### src/rtl/ata_cmd_pkg.sv
package ata_cmd_pkg;

   localparam int ST_BSY  = 7;
   localparam int ST_DRDY = 6;
   localparam int ST_DSC  = 4;
   localparam int ST_DRQ  = 3;
   localparam int ST_ERR  = 0;

   localparam int ER_UNC  = 6;
   localparam int ER_IDNF = 4;
   localparam int ER_ABRT = 2;

   localparam logic [7:0] ST_READY = 8'h50;
   localparam logic [7:0] ST_BUSY  = 8'h80;

   typedef enum logic [3:0] {
      CL_NOP, CL_CHKPWR, CL_SLEEP, CL_SETFEAT, CL_SETMULT,
      CL_SEEK, CL_INITP, CL_RD, CL_WR, CL_VFY, CL_BAD
   } cmd_class_t;

   typedef enum logic [1:0] {
      MOP_READ = 2'd0, MOP_WRITE = 2'd1, MOP_VERIFY = 2'd2
   } media_op_t;

   typedef enum logic [1:0] {
      FS_IDLE, FS_EXEC, FS_MEDIA
   } fsm_t;

   localparam logic [7:0] FEAT_CLOCK = 8'h97;

endpackage

### src/rtl/ata_cmd_decode.sv
module ata_cmd_decode
   import ata_cmd_pkg::*;
#(
   parameter bit LEGACY_OPS = 1'b1
) (
   input  logic [7:0] opcode,
   output cmd_class_t cls
);

   cmd_class_t main_cls;
   cmd_class_t old_cls;

   always_comb begin
      case (opcode)
         8'h10, 8'hE0, 8'hE1, 8'hE2, 8'hE3: main_cls = CL_NOP;
         8'hE5: main_cls = CL_CHKPWR;
         8'hE6: main_cls = CL_SLEEP;
         8'hEF: main_cls = CL_SETFEAT;
         8'hC6: main_cls = CL_SETMULT;
         8'h70: main_cls = CL_SEEK;
         8'h91: main_cls = CL_INITP;
         8'h20: main_cls = CL_RD;
         8'h30: main_cls = CL_WR;
         8'h40: main_cls = CL_VFY;
         default: main_cls = CL_BAD;
      endcase
   end

   generate
      if (LEGACY_OPS) begin : g_legacy
         always_comb begin
            case (opcode)
               8'h94, 8'h95, 8'h96, 8'h97: old_cls = CL_NOP;
               8'h98: old_cls = CL_CHKPWR;
               8'h99: old_cls = CL_SLEEP;
               default: old_cls = CL_BAD;
            endcase
         end
      end else begin : g_no_legacy
         assign old_cls = CL_BAD;
      end
   endgenerate

   assign cls = (main_cls != CL_BAD) ? main_cls : old_cls;

endmodule

### src/rtl/ata_cmd_eval.sv
module ata_cmd_eval
   import ata_cmd_pkg::*;
#(
   parameter int CYL_BITS  = 16,
   parameter int HEAD_BITS = 4,
   parameter int CYL_COUNT = 1024,
   parameter int CLK_CODES = 3
) (
   input  cmd_class_t           cls,
   input  logic [7:0]           feat,
   input  logic [7:0]           scnt,
   input  logic [CYL_BITS-1:0]  cyl,
   input  logic [HEAD_BITS-1:0] head,
   input  logic [HEAD_BITS:0]   heads_cur,
   output logic                 fail,
   output logic [7:0]           errbits
);

   localparam logic [CYL_BITS:0] CYL_LIM = (CYL_BITS+1)'(CYL_COUNT);
   localparam logic [7:0]        CLK_LIM = 8'(CLK_CODES);

   logic feat_ok;
   logic seek_ok;

   assign feat_ok = (feat == FEAT_CLOCK) && (scnt < CLK_LIM);
   assign seek_ok = ({1'b0, head} < heads_cur) && ({1'b0, cyl} < CYL_LIM);

   always_comb begin
      errbits = 8'h00;
      case (cls)
         CL_SETFEAT: if (!feat_ok)      errbits[ER_ABRT] = 1'b1;
         CL_SETMULT: if (scnt != 8'd1)  errbits[ER_ABRT] = 1'b1;
         CL_SEEK:    if (!seek_ok)      errbits[ER_IDNF] = 1'b1;
         CL_BAD:                        errbits[ER_ABRT] = 1'b1;
         default: ;
      endcase
   end

   assign fail = |errbits;

endmodule

### src/rtl/ata_cmd_cfg.sv
module ata_cmd_cfg
   import ata_cmd_pkg::*;
#(
   parameter int HEAD_BITS = 4,
   parameter int DEF_SPT   = 32,
   parameter int DEF_HEADS = 4,
   parameter int CLKW      = 2
) (
   input  logic                 clk,
   input  logic                 rst_n,
   input  logic                 accept,
   input  logic                 exec,
   input  logic                 fail,
   input  cmd_class_t           cls,
   input  logic [7:0]           scnt_q,
   input  logic [HEAD_BITS-1:0] head_q,
   output logic [7:0]           spt_o,
   output logic [HEAD_BITS:0]   heads_o,
   output logic [CLKW-1:0]      clk_sel_o,
   output logic                 mult_en_o,
   output logic                 sleep_o
);

   always_ff @(posedge clk or negedge rst_n) begin
      if (!rst_n) begin
         spt_o     <= 8'(DEF_SPT);
         heads_o   <= (HEAD_BITS+1)'(DEF_HEADS);
         clk_sel_o <= '0;
         mult_en_o <= 1'b0;
         sleep_o   <= 1'b0;
      end else begin
         if (accept) sleep_o <= 1'b0;
         if (exec) begin
            case (cls)
               CL_SETFEAT: if (!fail) clk_sel_o <= scnt_q[CLKW-1:0];
               CL_SETMULT: mult_en_o <= !fail;
               CL_INITP: begin
                  spt_o   <= scnt_q;
                  heads_o <= {1'b0, head_q} + 1'b1;
               end
               CL_SLEEP: sleep_o <= 1'b1;
               default: ;
            endcase
         end
      end
   end

endmodule

### src/rtl/ata_cmd_engine.sv
module ata_cmd_engine
   import ata_cmd_pkg::*;
#(
   parameter int CYL_BITS   = 16,
   parameter int HEAD_BITS  = 4,
   parameter int CYL_COUNT  = 1024,
   parameter int DEF_SPT    = 32,
   parameter int DEF_HEADS  = 4,
   parameter int CLK_CODES  = 3,
   parameter bit LEGACY_OPS = 1'b1,
   localparam int CLKW = (CLK_CODES > 1) ? $clog2(CLK_CODES) : 1
) (
   input  logic                 clk,
   input  logic                 rst_n,
   input  logic                 cmd_we,
   input  logic [7:0]           cmd_byte,
   input  logic [7:0]           feat_in,
   input  logic [7:0]           scnt_in,
   input  logic [CYL_BITS-1:0]  cyl_in,
   input  logic [HEAD_BITS-1:0] head_in,
   output logic [7:0]           status_o,
   output logic [7:0]           error_o,
   output logic [7:0]           scnt_o,
   output logic [7:0]           spt_o,
   output logic [HEAD_BITS:0]   heads_o,
   output logic [CLKW-1:0]      clk_sel_o,
   output logic                 mult_en_o,
   output logic                 sleep_o,
   output logic                 media_req_o,
   output logic [1:0]           media_op_o,
   input  logic                 media_done_i,
   input  logic                 media_err_i
);

   generate
      if (CLK_CODES < 1) begin : g_bad_clk
         $error("CLK_CODES must be at least 1");
      end
      if (DEF_HEADS < 1 || DEF_HEADS > (1 << HEAD_BITS)) begin : g_bad_heads
         $error("DEF_HEADS out of range for HEAD_BITS");
      end
      if (CYL_COUNT < 1 || CYL_COUNT > (1 << CYL_BITS)) begin : g_bad_cyl
         $error("CYL_COUNT out of range for CYL_BITS");
      end
      if (DEF_SPT < 1 || DEF_SPT > 255) begin : g_bad_spt
         $error("DEF_SPT must fit in eight bits");
      end
   endgenerate

   fsm_t                 state;
   cmd_class_t           dec_cls;
   cmd_class_t           cls_q;
   logic [7:0]           feat_q;
   logic [7:0]           scnt_q;
   logic [CYL_BITS-1:0]  cyl_q;
   logic [HEAD_BITS-1:0] head_q;
   logic                 accept;
   logic                 exec;
   logic                 fail;
   logic [7:0]           errbits;
   logic                 dec_media;
   logic [1:0]           dec_op;

   assign accept = cmd_we && (state == FS_IDLE);
   assign exec   = (state == FS_EXEC);

   ata_cmd_decode #(.LEGACY_OPS(LEGACY_OPS)) u_dec (
      .opcode (cmd_byte),
      .cls    (dec_cls)
   );

   ata_cmd_eval #(
      .CYL_BITS  (CYL_BITS),
      .HEAD_BITS (HEAD_BITS),
      .CYL_COUNT (CYL_COUNT),
      .CLK_CODES (CLK_CODES)
   ) u_eval (
      .cls       (cls_q),
      .feat      (feat_q),
      .scnt      (scnt_q),
      .cyl       (cyl_q),
      .head      (head_q),
      .heads_cur (heads_o),
      .fail      (fail),
      .errbits   (errbits)
   );

   ata_cmd_cfg #(
      .HEAD_BITS (HEAD_BITS),
      .DEF_SPT   (DEF_SPT),
      .DEF_HEADS (DEF_HEADS),
      .CLKW      (CLKW)
   ) u_cfg (
      .clk       (clk),
      .rst_n     (rst_n),
      .accept    (accept),
      .exec      (exec),
      .fail      (fail),
      .cls       (cls_q),
      .scnt_q    (scnt_q),
      .head_q    (head_q),
      .spt_o     (spt_o),
      .heads_o   (heads_o),
      .clk_sel_o (clk_sel_o),
      .mult_en_o (mult_en_o),
      .sleep_o   (sleep_o)
   );

   always_comb begin
      dec_media = 1'b1;
      dec_op    = MOP_READ;
      case (dec_cls)
         CL_RD:  dec_op = MOP_READ;
         CL_WR:  dec_op = MOP_WRITE;
         CL_VFY: dec_op = MOP_VERIFY;
         default: dec_media = 1'b0;
      endcase
   end

   always_ff @(posedge clk or negedge rst_n) begin
      if (!rst_n) begin
         state       <= FS_IDLE;
         cls_q       <= CL_NOP;
         feat_q      <= '0;
         scnt_q      <= '0;
         cyl_q       <= '0;
         head_q      <= '0;
         status_o    <= ST_READY;
         error_o     <= 8'h00;
         scnt_o      <= 8'h00;
         media_req_o <= 1'b0;
         media_op_o  <= MOP_READ;
      end else begin
         case (state)
            FS_IDLE: begin
               if (cmd_we) begin
                  cls_q    <= dec_cls;
                  feat_q   <= feat_in;
                  scnt_q   <= scnt_in;
                  cyl_q    <= cyl_in;
                  head_q   <= head_in;
                  status_o <= ST_BUSY;
                  error_o  <= 8'h00;
                  scnt_o   <= scnt_in;
                  if (dec_media) begin
                     state       <= FS_MEDIA;
                     media_req_o <= 1'b1;
                     media_op_o  <= dec_op;
                  end else begin
                     state <= FS_EXEC;
                  end
               end
            end
            FS_EXEC: begin
               status_o         <= ST_READY;
               status_o[ST_ERR] <= fail;
               error_o          <= errbits;
               if (cls_q == CL_CHKPWR) scnt_o <= 8'h00;
               state <= FS_IDLE;
            end
            FS_MEDIA: begin
               if (media_err_i) begin
                  status_o         <= ST_READY;
                  status_o[ST_ERR] <= 1'b1;
                  error_o[ER_UNC]  <= 1'b1;
                  media_req_o      <= 1'b0;
                  state            <= FS_IDLE;
               end else if (media_done_i) begin
                  status_o         <= ST_READY;
                  status_o[ST_DRQ] <= (cls_q != CL_VFY);
                  media_req_o      <= 1'b0;
                  state            <= FS_IDLE;
               end
            end
            default: state <= FS_IDLE;
         endcase
      end
   end

endmodule

### config.mk
export PLATFORM = sky130hd
export DESIGN_NAME = ata_cmd_engine
export DESIGN_NICKNAME = d
export VERILOG_FILES = /design/src/rtl/ata_cmd_pkg.sv /design/src/rtl/ata_cmd_decode.sv /design/src/rtl/ata_cmd_eval.sv /design/src/rtl/ata_cmd_cfg.sv /design/src/rtl/ata_cmd_engine.sv
export SDC_FILE = /design/constraint.sdc
export NUM_CORES = 1
export LEC_CHECK = 0
export BUFFER_PORTS_ARGS = -buffer_cell sky130_fd_sc_hd__buf_2
export CORE_MARGIN = 5
export CORE_UTILIZATION = 55
export DETAILED_ROUTE_END_ITERATION = 8
export PLACE_DENSITY = 0.81
export SETUP_SLACK_MARGIN = 0.05
export SYNTH_ARGS = -nofsm -noshare
export SYNTH_HDL_FRONTEND = slang
export SYNTH_HIERARCHICAL = 1
export SYNTH_SLANG_ARGS = --single-unit
export TNS_END_PERCENT = 20
### constraint.sdc
create_clock -name clk -period 5.3 [get_ports clk]
set_input_delay 1.06 -clock clk [delete_from_list [all_inputs] [get_ports clk]]
set_output_delay 1.06 -clock clk [all_outputs]
set_load 0.01 [all_outputs]
== Yosys cells after proc, flatten, opt, wreduce, memory -nomap -nowiden ==
Cells that the tools add are included.

* Bits in registers: 86
* Bits of input ports: 49
* Output and inout port bits: 44
* Word-level logic and storage cells: 121

* $add $sub $neg: 1
* $lt $le $gt $ge: 3
* Eq/ne operators: 41
* Multiplexer cells: 35
* Bitwise gates (word level): 1
* Reduce and logical (&&, ||, !) cells: 23

{| class="wikitable"
|+ Operators by type and width
! kind !! number
|-
| $eq 8x8->1 const B || 16
|-
| $mux 8 || 6
|-
| $pmux 4 s10 || 1
|-
| $pmux 8 s3 || 1
|-
| $eq 4x3->1 const B || 4
|-
| $eq 8x6->1 const B || 2
|-
| $eq 8x7->1 const B || 2
|-
| $lt 16x11->1 const B || 1
|-
| $pmux 8 s2 || 1
|-
| $reduce_and 3->1 || 5
|-
| $mux 1 || 13
|-
| $eq 4x4->1 const B || 3
|-
| $pmux 4 s3 || 1
|-
| $pmux 6 s2 || 1
|-
| $reduce_and 2->1 || 5
|-
| $eq 4x2->1 const B || 2
|-
| $eq 8x5->1 const B || 1
|-
| $lt 8x2->1 const B || 1
|-
| $mux 2 || 4
|-
| $ne 4x4->1 const B || 2
|-
| $ne 8x1->1 const B || 1
|-
| $pmux 2 s2 || 2
|-
| $ne 2x2->1 const B || 3
|-
| $pmux 1 s3 || 2
|-
| other kinds (20) || 24
|}

== Longest topological paths before layout ==
* Depth in word-level cells: 11
* Mapped depth: 9
* Depth with buffers taken out: 9

== Cells and area by module ==
The synthesis kept the hierarchy.

{| class="wikitable"
|+ By module, submodules not included
! module !! times used !! cells each !! area an instance (µm²) !! sequential area each (µm²)
|-
| ata_cmd_engine || 1 || 222 || 2,795.2 || 1,627.8
|-
| ata_cmd_cfg || 1 || 49 || 778.2 || 427.9
|-
| ata_cmd_decode || 1 || 51 || 354.1 || 0.0
|-
| ata_cmd_eval || 1 || 37 || 272.8 || 0.0
|}

== Least setup slack after synthesis ==
OpenSTA, ideal clock, no wires.

* Kind: input port to flip-flop
* Start point: input cmd_byte[5]
* End point: register media_req_o
* Library setup time: 0.133 ns
* Arrival: 2.919 ns
* Data required time: 5.167 ns
* Path slack: 2.248 ns
* Cell stages on the path: 9
* Buffers on the path: 1
* Cell sequence: buf_4 -> nand4bb_4 -> or4_1 -> a21oi_2 -> a211oi_1 -> a21o_1 -> or3b_1 -> a32oi_1 -> o211ai_1

* Cells in the longest elaborated chain, start to end: 10
* Elaborated cells between the ends (all ways): 33
* Those cells by class: 25 x eq/ne; 4 x mux; 4 x reduce/logical

{| class="wikitable"
|+ RTL lines
! what !! line !! RTL
|-
| start: declaration || ata_cmd_engine.sv:16 || <nowiki>input logic [7:0] cmd_byte,</nowiki>
|-
| $eq 8x5->1 or $eq 8x8->1 (tied branches) || ata_cmd_decode.sv:14 || <nowiki>case (opcode)</nowiki>
|-
| $reduce_or 5->1 || ata_cmd_decode.sv:14 ||
|-
| $pmux 4 s10 || ata_cmd_decode.sv:14 ||
|-
| $ne 4x4->1 || ata_cmd_decode.sv:44 || <nowiki>assign cls = (main_cls != CL_BAD) ? main_cls : old_cls;</nowiki>
|-
| $mux 4 (*) || ata_cmd_decode.sv:44 ||
|-
| named net dec_cls[1] || ata_cmd_engine.sv:51 || <nowiki>cmd_class_t dec_cls;</nowiki>
|-
| $eq 4x4->1 or $eq 4x3->1 (tied branches) || ata_cmd_engine.sv:112 || <nowiki>case (dec_cls)</nowiki>
|-
| $reduce_or 3->1 (no line) (*) || -- ||
|-
| $mux 1 (*) || ata_cmd_engine.sv:112 ||
|-
| $ne 2x2->1 (no line) (*) || -- ||
|-
| $reduce_and 4->1 (no line) (*) || -- ||
|-
| end signal: assignment || ata_cmd_engine.sv:131 || <nowiki>media_req_o <= 1'b0;</nowiki>
|-
| end signal: assignment || ata_cmd_engine.sv:147 || <nowiki>media_req_o <= 1'b1;</nowiki>
|-
| end signal: assignment || ata_cmd_engine.sv:166 || <nowiki>media_req_o <= 1'b0;</nowiki>
|-
| end: declaration || ata_cmd_engine.sv:29 || <nowiki>output logic media_req_o,</nowiki>
|}

Mark *: on every way through the listed nets, which the timed path passes. The rest lies on a longest branch.
A chain may end at the register's enable or synchronous reset.

== Worst setup path after layout ==
* Start point: input cmd_byte[6]
* End point: register media_req_o

The elaborated chain is that of the path after synthesis.

==> summary.txt <==
Critical path
  – CP required: 5.55 ns
  – Reg-to-reg endpoint: feat_q[2]
  – Critical path fanouts, max: 9
  – Reg-to-reg critical path startpoint: state[0]
  – Critical Path AT: 3.17 ns
  – Cell depth of the worst flop-to-flop path: 5
  – Type of the setup path with the least slack: primary input to register
  – Type of element launching the critical path: primary input
  – Setup slack, reg-to-reg: 2.64 ns
  – Crit. End Element: register

Clock tree
  – Buffers inserted by post-CTS timing repair: 0
  – CTS hold repair buffers: 0
  – Max Buffers Root-to-Sink: 2
  – Count of instances resized after the clock tree is built: 0
  – Clock-pin slew on the worst setup and hold paths: 0.08 ns
  – TritonCTS clock tree: done
  – Depth of the CTS H-tree: 3
  – Clock insertion delay at the later pin of the skew report: 0.34 ns
  – Library cell used as clock root buffer: sky130_fd_sc_hd__clkbuf_8
  – Clock sinks: 72
  – Cts bufs inserted: 9

STA
  – Setup repair after global routing missed its margin: false
  – Worst setup margin: 2.39 ns
  – Setup TNS: 0 ns
  – Final-report hold violation count: 0
  – Highest clock frequency the design can meet: 343 MHz
  – Setup violators final: 0
  – Final max-slew violation count: 0
  – Worst-Margin Slew: 0.915 ns
  – Fin crit share: 55.0%
  – Clock skew after layout: 0.0103 ns
  – Worst slew margin relative to its limit: 39.0%
  – Shortest period the worst path allows: 2.91 ns

Die
  – Count of pins on the block boundary: 93
  – Die Wd: 93.5 um
  – Site Rows: 30
  – Die Ht: 93.5 um
  – Effective utilization at floorplan: 56.5%
  – Floorplan Core Area: 6790 um2
  – Total Die Area: 8750 um2

Cells and area
  – Cell area after layout: 4450 um2
  – Filler Cell Count: 536
  – Antenna diode instance count: 0
  – Layout cell share with drive strength beyond 1: 32.2%
  – Syn-to-layout area delta: 15.8%
  – Final Net Count: 470

Synthesis
  – Synth Instances: 339
  – Yosys warnings: 6
  – Average footprint of a synthesized cell: 11.3 um2
  – Post-Syn Area: 3840 um2

Detailed routing
  – Antenna viol nets, final: 0
  – Number of vias in the routed layout: 2786
  – Via-to-Cell Ratio: 5.41
  – Number of optimization iterations in the first detailed-route pass: 4
  – DRC Markers: 0
  – Wire length reported by the detailed router: 8.21 mm
  – Starting DRT DRC Count: 110
  – Average wire length per cell after detail routing: 15.9 um

Placed design
  – Port Buf Inserts: 79
  – Worst-case setup slack after placement: 2.06 ns
  – Placed standard-cell area: 4230 um2
  – Post-detail-place hpwl: 5.80 mm
  – Routability congestion estimate from global placement: 0.847

Global routing
  – Wire length of the first global-routing pass: 13.5 mm
  – Vias in the first global route: 2765
  – Initial antenna violation count: 0
  – Largest net degree at the start of global routing: 73
  – Total global routing overflow: 0
  – Combined global-route utilization of all metal layers: 19.4%

Hold path
  – Start point of the worst min-delay path: feat_q[6]
  – End of the worst hold path: feat_q[6]
  – Hold crit path type: register to register
  – Number of instances on the worst hold path: 1

Power
  – Cell Pwr Density: 394 nW/um2
  – Leakage power: 2.16 nW
  – Maximum ir drop on the vdd rail: 0.215 mV

Run
  – Number of max-capacitance violations reported: 0

Run status
  – Run status: completed
## routing by layer
layer	part of all wire, %	track usage (%)	up-vias
met2	50	32.0	66
met3	5.1	5.31	2
met4	0.38	4.33	0
li1	-	-	1350
met5	0	0	-
met1	45	25.5	1368
## worst max-delay path by stage
stage,from,endpoint,cells after the start
4_1_cts,cmd_byte[6],media_req_o,9
5_1_grt,cmd_byte[6],media_op_o[1],9
2_1_floorplan,cmd_byte[5],media_req_o,9
3_3_place_gp,cmd_byte[6],media_req_o,9
3_5_place_dp,cmd_byte[4],media_op_o[1],9
6_report,cmd_byte[6],media_req_o,9
## stage by stage
stage	cells	utilization, %	hold slack, ns	power, W
CTS	515	65.4	0.490	0.00177
global route	515	65.4	0.496	0.00186
floorplan	346	-	0.448	0.00111
global placement	499	62.2	0.462	0.00126
detailed placement	499	62.2	0.470	0.00129
finish	515	65.4	0.487	0.00175
## layout make-up
type / count / area [um2] / area share [%]
repair buffers: 80 / 403 / 9.06
multi-input cells: 230 / 1820 / 40.9
clock inverters: 6 / 92.6 / 2.08
flip-flops and latches: 72 / 1810 / 40.6
well taps: 96 / 120 / 2.70
inverters: 21 / 78.8 / 1.77
clock buffers: 10 / 128 / 2.87
## power breakdown
group          switching, W  internal, W
Sequential         0.000105     0.000685
Clock              0.000211     0.000268
Combinational      0.000258     0.000226
Total              0.000574      0.00118
## sequential cells by signal (all words and copies together), names as in the netlist, 2 cells and up
signal / cells
cls_q: 4
scnt_q: 8
feat_q: 8
scnt_o: 8
u_cfg/spt_o: 8
u_cfg/heads_o: 5
media_op_o: 2
u_cfg/clk_sel_o: 2
state: 2
head_q: 4
cyl_q: 6
status_o: 4
error_o: 8
## layout by cell type, fill, tap and decap left out, types with 3 or more instances in the layout
cell / n
sky130_fd_sc_hd__mux2i_1: 3
sky130_fd_sc_hd__nor2_1: 8
sky130_fd_sc_hd__mux2_4: 12
sky130_fd_sc_hd__clkbuf_8: 9
sky130_fd_sc_hd__o21ai_1: 4
sky130_fd_sc_hd__nand3_1: 11
sky130_fd_sc_hd__mux2_2: 5
sky130_fd_sc_hd__a21o_1: 4
sky130_fd_sc_hd__dfstp_2: 3
sky130_fd_sc_hd__inv_1: 19
sky130_fd_sc_hd__nand2b_1: 7
sky130_fd_sc_hd__ha_1: 7
sky130_fd_sc_hd__nor2b_1: 8
sky130_fd_sc_hd__dfrtp_1: 69
sky130_fd_sc_hd__and3_1: 3
sky130_fd_sc_hd__a22o_1: 15
sky130_fd_sc_hd__conb_1: 9
sky130_fd_sc_hd__mux2_1: 22
sky130_fd_sc_hd__o21ai_0: 16
sky130_fd_sc_hd__nand4b_1: 6
sky130_fd_sc_hd__a21oi_1: 8
sky130_fd_sc_hd__buf_2: 79
sky130_fd_sc_hd__nand2_1: 28
## worst max-delay path, stage by stage
cell and delay [ns]:
sky130_fd_sc_hd__buf_2 0.15, sky130_fd_sc_hd__nand4bb_4 0.26, sky130_fd_sc_hd__or4_1 0.43, sky130_fd_sc_hd__a21oi_2 0.18
sky130_fd_sc_hd__a211oi_1 0.07, sky130_fd_sc_hd__a21o_1 0.21, sky130_fd_sc_hd__or3b_1 0.44, sky130_fd_sc_hd__and2_1 0.19
sky130_fd_sc_hd__o211ai_1 0.17
(Power assumes the default switching activity.)
